$ cat src/rtl/tcfg_pkg.sv
package tcfg_pkg;
  localparam int unsigned DW = 8;
  localparam int unsigned FW = 6;
  typedef logic [DW-1:0] byte_t;

  localparam byte_t CODE_NORMAL = 8'h00;
  localparam byte_t CODE_CLK    = 8'h34;
  localparam byte_t CODE_SETTLE = 8'h75;

  typedef struct packed {
    logic  clr;
    logic  en;
    logic  tck;
    byte_t din;
  } tbus_t;

  localparam tbus_t IDLE_BUS = '{clr: 1'b0, en: 1'b0, tck: 1'b1, din: '0};

  function automatic byte_t lane_code(input int unsigned idx);
    case (idx)
      0:       return 8'h44;
      1:       return 8'h54;
      2:       return 8'h84;
      default: return 8'h94;
    endcase
  endfunction
endpackage

$ cat src/rtl/tcfg_sync.sv
module tcfg_sync #(
  parameter int unsigned       W       = 1,
  parameter logic [W-1:0]      RST_VAL = '0
) (
  input  logic         clk_i,
  input  logic         rst_ni,
  input  logic [W-1:0] d_i,
  output logic [W-1:0] q_o
);
  logic [W-1:0] meta_q, sync_q;

  always_ff @(posedge clk_i or negedge rst_ni) begin
    if (!rst_ni) begin
      meta_q <= RST_VAL;
      sync_q <= RST_VAL;
    end else begin
      meta_q <= d_i;
      sync_q <= meta_q;
    end
  end

  assign q_o = sync_q;
endmodule

$ cat src/rtl/tcfg_ctrl.sv
module tcfg_ctrl import tcfg_pkg::*; (
  input  logic  clk_i,
  input  logic  rst_ni,
  input  tbus_t bus_i,
  output logic  cap_o,
  output logic  we_o,
  output byte_t code_o
);
  logic  tck_prev_q;
  byte_t code_q;
  logic  fall, rise;

  assign fall  = tck_prev_q & ~bus_i.tck;
  assign rise  = ~tck_prev_q & bus_i.tck;
  // clear dominates both phases
  assign cap_o = fall & bus_i.en & ~bus_i.clr;
  assign we_o  = rise & ~bus_i.en & ~bus_i.clr;

  always_ff @(posedge clk_i or negedge rst_ni) begin
    if (!rst_ni) begin
      tck_prev_q <= 1'b1;
      code_q     <= CODE_NORMAL;
    end else begin
      tck_prev_q <= bus_i.tck;
      if (bus_i.clr)  code_q <= CODE_NORMAL;
      else if (cap_o) code_q <= bus_i.din;
    end
  end

  assign code_o = code_q;
endmodule

$ cat src/rtl/tcfg_regfile.sv
module tcfg_regfile import tcfg_pkg::*; #(
  parameter int unsigned NUM_LANES = 4,
  localparam int unsigned NUM_REGS = NUM_LANES + 2
) (
  input  logic                         clk_i,
  input  logic                         rst_ni,
  input  logic                         clr_i,
  input  logic                         we_i,
  input  byte_t                        code_i,
  input  byte_t                        wdata_i,
  output logic [NUM_REGS-1:0][DW-1:0]  regs_o,
  output byte_t                        rdata_o
);
  logic [NUM_REGS-1:0] hit;

  // slot 0: clock lane, slot 1: settle, slots 2..: data lanes
  for (genvar k = 0; k < NUM_REGS; k++) begin : g_reg
    localparam byte_t RCODE = (k == 0) ? CODE_CLK :
                              (k == 1) ? CODE_SETTLE : lane_code(k - 2);
    byte_t val_q;

    assign hit[k] = (code_i == RCODE);

    always_ff @(posedge clk_i or negedge rst_ni) begin
      if (!rst_ni)             val_q <= '0;
      else if (clr_i)          val_q <= '0;
      else if (we_i && hit[k]) val_q <= wdata_i;
    end

    assign regs_o[k] = val_q;
  end

  always_comb begin
    rdata_o = '0;
    for (int k = 0; k < NUM_REGS; k++)
      if (hit[k]) rdata_o = rdata_o | regs_o[k];
  end
endmodule

$ cat src/rtl/tcfg_port.sv
module tcfg_port import tcfg_pkg::*; #(
  parameter int unsigned NUM_LANES = 4
) (
  input  logic                    clk_i,
  input  logic                    rst_ni,
  input  logic                    tck_i,
  input  logic                    ten_i,
  input  logic                    tclr_i,
  input  logic [7:0]              tdin_i,
  output logic [7:0]              tdout_o,
  output logic                    normal_o,
  output logic [7:0]              clk_lane_ctrl_o,
  output logic [8*NUM_LANES-1:0]  lane_ctrl_o,
  output logic [6*NUM_LANES-1:0]  lane_freq_o,
  output logic [7:0]              settle_ctrl_o
);
  localparam int unsigned NUM_REGS = NUM_LANES + 2;
  localparam int unsigned BW       = $bits(tbus_t);

  tbus_t raw_bus, s_bus;
  logic [BW-1:0] s_vec;
  logic  clr_s, cap, we;
  byte_t din_s, code;
  logic [NUM_REGS-1:0][DW-1:0] regs;

  assign raw_bus = '{clr: tclr_i, en: ten_i, tck: tck_i, din: tdin_i};

  tcfg_sync #(.W(BW), .RST_VAL(IDLE_BUS)) u_sync (
    .clk_i (clk_i),
    .rst_ni(rst_ni),
    .d_i   (raw_bus),
    .q_o   (s_vec)
  );

  assign s_bus = tbus_t'(s_vec);
  assign clr_s = s_bus.clr;
  assign din_s = s_bus.din;

  tcfg_ctrl u_ctrl (
    .clk_i (clk_i),
    .rst_ni(rst_ni),
    .bus_i (s_bus),
    .cap_o (cap),
    .we_o  (we),
    .code_o(code)
  );

  tcfg_regfile #(.NUM_LANES(NUM_LANES)) u_regs (
    .clk_i  (clk_i),
    .rst_ni (rst_ni),
    .clr_i  (clr_s),
    .we_i   (we),
    .code_i (code),
    .wdata_i(din_s),
    .regs_o (regs),
    .rdata_o(tdout_o)
  );

  assign normal_o        = (code == CODE_NORMAL);
  assign clk_lane_ctrl_o = regs[0];
  assign settle_ctrl_o   = regs[1];

  for (genvar i = 0; i < NUM_LANES; i++) begin : g_lane
    assign lane_ctrl_o[i*DW +: DW] = regs[i+2];
    assign lane_freq_o[i*FW +: FW] = regs[i+2][FW:1];
  end
endmodule

$ cat config.mk
export PLATFORM = sky130hd
export DESIGN_NAME = tcfg_port
export DESIGN_NICKNAME = d
export VERILOG_FILES = /design/src/rtl/tcfg_pkg.sv /design/src/rtl/tcfg_sync.sv /design/src/rtl/tcfg_ctrl.sv /design/src/rtl/tcfg_regfile.sv /design/src/rtl/tcfg_port.sv
export SDC_FILE = /design/constraint.sdc
export NUM_CORES = 1
export LEC_CHECK = 0
export BUFFER_PORTS_ARGS = -buffer_cell sky130_fd_sc_hd__buf_2
export CAP_MARGIN = 20
export CORE_MARGIN = 4
export CORE_UTILIZATION = 35
export CTS_CLUSTER_DIAMETER = 40
export DETAILED_ROUTE_END_ITERATION = 16
export PLACE_DENSITY = 0.63
export SLEW_MARGIN = 15
export SYNTH_ARGS = -nofsm -noshare
export SYNTH_HDL_FRONTEND = slang
export SYNTH_SLANG_ARGS = --single-unit
$ cat constraint.sdc
create_clock -name clk_i -period 2.3 [get_ports clk_i]
set_input_delay 0.23 -clock clk_i [delete_from_list [all_inputs] [get_ports clk_i]]
set_output_delay 0.23 -clock clk_i [all_outputs]
set_load 0.1 [all_outputs]
==> out/metrics.cfg, run 1 <==
[synth]
netlist.area_leader.share_pct = 54.2
yosys.area_share.simple_pct = 16.0
syn_inst = 309
ys_top_cells_by_area = dfrtp_1 54%, mux2i_1 11%, buf_4 5.1%, nor2_1 4.7%, nand2_1 2.5%
seq_area_frac_synth_pct = 56.5
async_flop_share_pct = 100
synth_flop_cell = dfrtp_1
synthTopCellsByCount = 76 x dfrtp_1, 44 x nor2_1, 40 x mux2i_1
ys_types = 36
synth_edf_count = 0
synth.area.mux_share_pct = 11.4
ys_ff_latch = 79
synth.avg_cell_area_sq_um = 11.3
netlist_area_sq_um = 3510
synthAdderAreaFrac_pct = 0
synth_most_common_cell = dfrtp_1
synth_top_family_by_area = simple AND/OR/NAND/NOR gates
synth_xor_area_share_pct = 0
synth_nets = 322
synth-compound-area-share_pct = 9.35
yosys.area.top_type = dfrtp_1
yosys_warnings = 0

[grt]
overflow = 0
antenna_found_initial = 0
track_usage_pct = 17.2
grt_pass1_wl_mm = 15.3
first_global_vias = 2797
grt_max_degree = 48

[worst_setup_path]
crit_family = simple AND/OR/NAND/NOR gates
crit_required_ns = 2.07
crit_type = flop to output port
arrival_ns = 2.28
crit_fanout = 5
path_buf_inv = 1
path_cells = or4b_4 -> or3b_4 -> a2bb2oi_2 -> o211ai_1 -> buf_12
endpoint_kind = output port
crit_slowest_cell = or4b_4
cp-start-kind = flop
cpPeakStageDelay_ns = 0.55

[finish]
area_growth_pct = 35.8
fin_nets = 432
seqCellArea_sq_um = 1990
drive_gt1_share_pct = 42.0
num_antenna_cells = 0
fillers = 903
multi_input_area_sq_um = 1400

[sta]
clock.fmax_mhz = 399
skew_ns = 0.0113
drv_slew = 0
finalCritPeriodShare_pct = 109
setup_slack_ns = -0.209
fin_hold_ws_ns = 0.350
tns_ns = -1.29
fin_crit_ns = 2.51
setup_viol = 8
relSlewSlack_pct = 57.4
worst_pin_slew_ns = 0.637
rsz0062_at_grt = true
hold_violations = 0

[floorplan]
dieArea_sq_um = 11700
core_area_sq_um = 9770
start_util_pct = 35.9
rows = 36
die_w_microns = 108
die_y_microns = 108
io_pins = 94

[worst_hold_path]
hp-class = flop to flop

[routing]
viasPerCell = 5.09
vias = 2835
drtAntennaViolNets = 0
avgRoutedWirePerCell_microns = 17.4
wirelength_mm = 9.69
drc_errors = 0
drt_iter0_drc = 170
dr.pass1.iters = 4

[cts]
cts_max_path_buffers = 2
cts_root_buffer = clkbuf_8
cts_sinks = 79
cts_buffers = 9
clk_latency_ns = 0.37
htreeDepth = 3
clkTransAtPathRegs_ns = 0.08
tritoncts = built

[placed_design]
gp_congestion = 0.853
io_buffers = 93
hpwlAfterDp_mm = 6.60
dp_slack_ns = 0.0357

[run_status]
status = finished with violations
violations = setup timing

[pwr]
total_leakage_power_nw = 2.46
peakVddDrop_uv = 360
power.density_nw_per_um2 = 593

[run]
drv_cap = 0

## power by group
| part | switching (mW) | internal (mW) | leakage, nW |
|---|---|---|---|
| clock network | 0.509 | 0.607 | 0.102 |
| registers | 0.0479 | 1.42 | 1.03 |
| logic | 0.135 | 0.101 | 1.33 |
## worst reg2reg max path, stage by stage (launching register included)
cell and delay, ns:
dfrtp_1 0.40, buf_6 0.12, buf_6 0.12, or4_4 0.53, nor2_4 0.15, buf_6 0.11, buf_4 0.09, buf_4 0.09
buf_4 0.10, buf_4 0.09, buf_4 0.10, nand3_2 0.07, a21oi_2 0.15
## per-stage QoR
| stage | power (mW) | cell area, sq um | utilization [%] | instances |
|---|---|---|---|---|
| 2_1_floorplan | 1.57 | 3530 | - | 309 |
| 3_3_place_gp | 1.68 | 4240 | 43.4 | 518 |
| 3_5_place_dp | 1.69 | 4240 | 43.4 | 518 |
| 4_1_cts | 2.84 | 4690 | 48.0 | 555 |
| 5_1_grt | 2.93 | 4760 | 48.7 | 557 |
| 6_report | 2.82 | 4760 | 48.7 | 557 |
## state kept, by name (all words and copies together), names as in the netlist
name / flops
u_ctrl.code_o: 8
u_ctrl.tck_prev_q: 1
u_regs.g.val_q: 48
u_sync.meta_q: 11
u_sync.q_o: 11
## cell usage in the layout (no fill, tap or decap), drive strengths merged, types with 8 or more instances in the layout
cell         instances
a21oi                8
a22oi               10
buf                124
clkbuf              10
dfrtp               76
dlygate4sd3         12
mux2i               40
nand2               23
nand2b               9
nand3               13
nor2                44
o21ai                8
## cell families (layout without fill, tap and decap cells)
kind of cell,Yosys count,after routing
muxes,40,40
AOI/OAI and AO/OA,46,46
buffers and inverters,38,153
and+or+nand+nor,106,106
DFF,79,79
## what timing repair did
action,in CTS,in global routing
pin swaps,6,2
endpoints found under the hold margin,52,0
hold buffers,12,0
resized for setup,11,11
endpoints found under the setup margin,9,10
buffers inserted,9,5
## cell type report
cell class	instances	area share, %
clock buffer	10	2.68
clock inverter	6	1.79
inverter	1	0.0788
multi-input combinational	192	29.5
sequential	79	41.8
tap	133	3.49
timing repair buffer	136	20.7
## worst paths after layout
| check | from | to | slack (ns) | cells after the start |
|---|---|---|---|---|
| hold / removal | u_sync.meta_q[6] | u_sync.q_o[6] | 0.35 | 0 |
| setup reg to reg | u_ctrl.code_o[0] | u_regs.g_reg[2].val_q[6] | 0.11 | 12 |
| hold reg to reg | u_sync.meta_q[6] | u_sync.q_o[6] | 0.35 | 0 |
| max in group asynchronous | rst_ni | u_sync.meta_q[8] | 1.26 | 3 |
| setup / recovery | u_ctrl.code_o[3] | tdout_o[4] | -0.21 | 5 |
| min in group asynchronous | rst_ni | u_sync.q_o[6] | 0.39 | 2 |
## metal layers
layer | GRT usage (%) | part of all wire [%] | up-vias
li1 | - | - | 1295
met1 | 23.9 | 46 | 1405
met2 | 26.2 | 45 | 124
met3 | 4.90 | 7.7 | 11
met4 | 5.14 | 1.1 | 0
met5 | 0 | 0 | -
No activity file was read; power rests on OpenSTA's default activity.
==> inputs of run 2 (changes only) <==
SKIP_LAST_GASP = 1   (was unset)
SYNTH_HIERARCHICAL = 1   (was unset)
==> out/metrics.cfg, run 2 <==
[placed_design]
gp_congestion = 0.838  ; was 0.853
dp_slack_ns = 0.355  ; was 0.0357 ns
hpwlAfterDp_mm = 6.09  ; was 6.60 mm
dpl.cell_count = 491  ; was 518
io_buffers = 93  ; unchanged

[pwr]
power.density_nw_per_um2 = 574  ; was 593 nW/um^2
seqPwrFrac_pct = 55.2  ; was 52.1%
total_leakage_power_nw = 2.53  ; was 2.46 nW
switching_share_pct = 23.8  ; was 24.5%
p_switching_mw = 0.623  ; was 0.692 mW
p_comb_share_pct = 6.3  ; was 8.3%
p_int_mw = 2.00  ; was 2.13 mW
peakVddDrop_uv = 244  ; was 360 uV
clockPowerShare_pct = 38.5  ; was 39.5%

[sta]
relSlewSlack_pct = 59.6  ; was 57.4%
hold_violations = 0  ; unchanged
setup_viol = 0  ; was 8
tns_ns = 0  ; was -1.29 ns
skew_ns = 0.00690  ; was 0.0113 ns
worst_pin_slew_ns = 0.606  ; was 0.637 ns
rsz0062_at_grt = true  ; unchanged
finalCritPeriodShare_pct = 97.6  ; was 109%
fin_hold_ws_ns = 0.353  ; was 0.350 ns
drv_slew = 0  ; unchanged
clock.fmax_mhz = 445  ; was 399 MHz
setup_slack_ns = 0.0549  ; was -0.209 ns
fin_crit_ns = 2.25  ; was 2.51 ns

[floorplan]
dieArea_sq_um = 12000  ; was 11,700 sq um
io_pins = 94  ; unchanged
start_util_pct = 36.3  ; was 35.9%
rows = 36  ; unchanged
die_y_microns = 109  ; was 108 microns
core_area_sq_um = 9910  ; was 9770 sq um
die_w_microns = 109  ; was 108 microns

[routing]
drc_errors = 0  ; unchanged
avgRoutedWirePerCell_microns = 16.7  ; was 17.4 microns
viasPerCell = 4.93  ; was 5.09
drtAntennaViolNets = 0  ; unchanged
wirelength_mm = 8.67  ; was 9.69 mm
vias = 2565  ; was 2,835
drt_iter0_drc = 141  ; was 170
dr.pass1.iters = 4  ; unchanged

[worst_setup_path]
crit_fanout = 7  ; was 5
endpoint_kind = output port  ; unchanged
arrival_ns = 2.02  ; was 2.28 ns
path_buf_inv = 1  ; unchanged
reg2regPathDepth = 5  ; was 12
crit_type = flop to output port  ; unchanged
crit_family = compound AO/OA/AOI/OAI gates  ; was simple AND/OR/NAND/NOR gates
crit_slowest_cell = dfrtp_1  ; was or4b_4
cp-start-kind = flop  ; unchanged
crit_required_ns = 2.07  ; about the same
cpPeakStageDelay_ns = 0.45  ; was 0.55 ns
path_cells = nor3b_4 -> nand2_2 -> o22ai_1 -> a221o_1 -> buf_12  ; was or4b_4 -> or3b_4 -> a2bb2oi_2 -> o211ai_1 -> buf_12
crit_cells = 5  ; unchanged

[worst_hold_path]
min_path_cells = 0  ; unchanged
hp-class = flop to flop  ; unchanged

[cts]
cts_sinks = 79  ; unchanged
clk_latency_ns = 0.35  ; was 0.37 ns
tritoncts = built  ; unchanged
cts_buffers = 9  ; unchanged
htreeDepth = 3  ; unchanged
cts_root_buffer = clkbuf_8  ; unchanged
clkTransAtPathRegs_ns = 0.08  ; about the same
cts_max_path_buffers = 2  ; unchanged

[synth]
synth_nets = 308  ; was 322
netlist_area_sq_um = 3600  ; was 3510 sq um
syn_inst = 295  ; was 309
synth.avg_cell_area_sq_um = 12.2  ; was 11.3 sq um
yosys_warnings = 6  ; was 0

[grt]
grt_max_degree = 65  ; was 48
grt_pass1_wl_mm = 13.9  ; was 15.3 mm
track_usage_pct = 15.3  ; was 17.2%
overflow = 0  ; unchanged
first_global_vias = 2603  ; was 2,797
antenna_found_initial = 0  ; unchanged

[finish]
mostFrequentLayoutCell = buf_2  ; unchanged
seqCellArea_sq_um = 1980  ; was 1990 sq um
fillers = 942  ; was 903
regMostFlops = u_regs/g.val_q  ; was u_regs.g.val_q
largest_reg_flops = 48  ; unchanged
drive_gt1_share_pct = 37.7  ; was 42.0%
multi_input_area_sq_um = 1410  ; was 1400 sq um
fin_nets = 396  ; was 432
area_growth_pct = 27.0  ; was 35.8%
num_antenna_cells = 0  ; unchanged
final_cell_count_no_fill = 520  ; was 557
final_cell_mix = 84 x buf_2, 75 x dfrtp_1, 56 x mux2i_1  ; was 83 x buf_2, 67 x dfrtp_1, 42 x nor2_1

[run]
drv_cap = 0  ; unchanged

[run_status]
status = finished clean  ; was finished with violations

run 2: per-layer routing:
| layer | global-route usage [%] | vias to the layer above | wire length, microns |
|---|---|---|---|
| li1 | - | 1204 | - |
| met1 | 21.4 | 1275 | 4060 |
| met2 | 22.8 | 74 | 3870 |
| met3 | 4.35 | 12 | 603 |
| met4 | 5.34 | 0 | 137 |
| met5 | 0 | - | 0 |
run 2: final timing paths:
kind / start / end / slack (ns)
worst max-delay path: u_ctrl/code_o[1] / tdout_o[0] / 0.05
worst min-delay path: u_sync/meta_q[10] / u_sync/q_o[10] / 0.35
worst max register to register: u_sync/q_o[8] / u_regs/g_reg[0].val_q[3] / 0.50
worst min register to register: u_sync/meta_q[10] / u_sync/q_o[10] / 0.35
max in group asynchronous: rst_ni / u_regs/g_reg[1].val_q[3] / 1.32
min in group asynchronous: rst_ni / u_sync/meta_q[5] / 0.39
run 2: power groups by stage:
stage               sequential, mW  combinational (mW)  clock, mW
global placement              1.47               0.148          0
finish                        1.45               0.165       1.01
detailed placement            1.47               0.149          0
floorplan                     1.46              0.0853          0
CTS                           1.45               0.164       1.05
global route                  1.45               0.182       1.12
run 2: cell type report:
class,count,area share [%]
Clock inverter,5,1.29
Multi-Input combinational cell,178,30.9
Tap cell,133,3.64
Clock buffer,10,3.01
Sequential cell,79,43.4
Timing Repair Buffer,115,17.8
run 2: timing repair:
action                                 CTS  global route
gates resized for setup                  1            10
setup endpoints to repair                8             8
hold buffers                            12             0
endpoints found under the hold margin   43             0
setup buffers                            0             2
run 2: per-stage QoR:
step	power [mW]	util, %	area [sq um]
floorplan	1.55	-	3600
global placement	1.62	42.3	4190
detailed placement	1.62	42.3	4190
CTS	2.66	45.5	4510
global route	2.75	46.1	4570
finish	2.62	46.1	4570
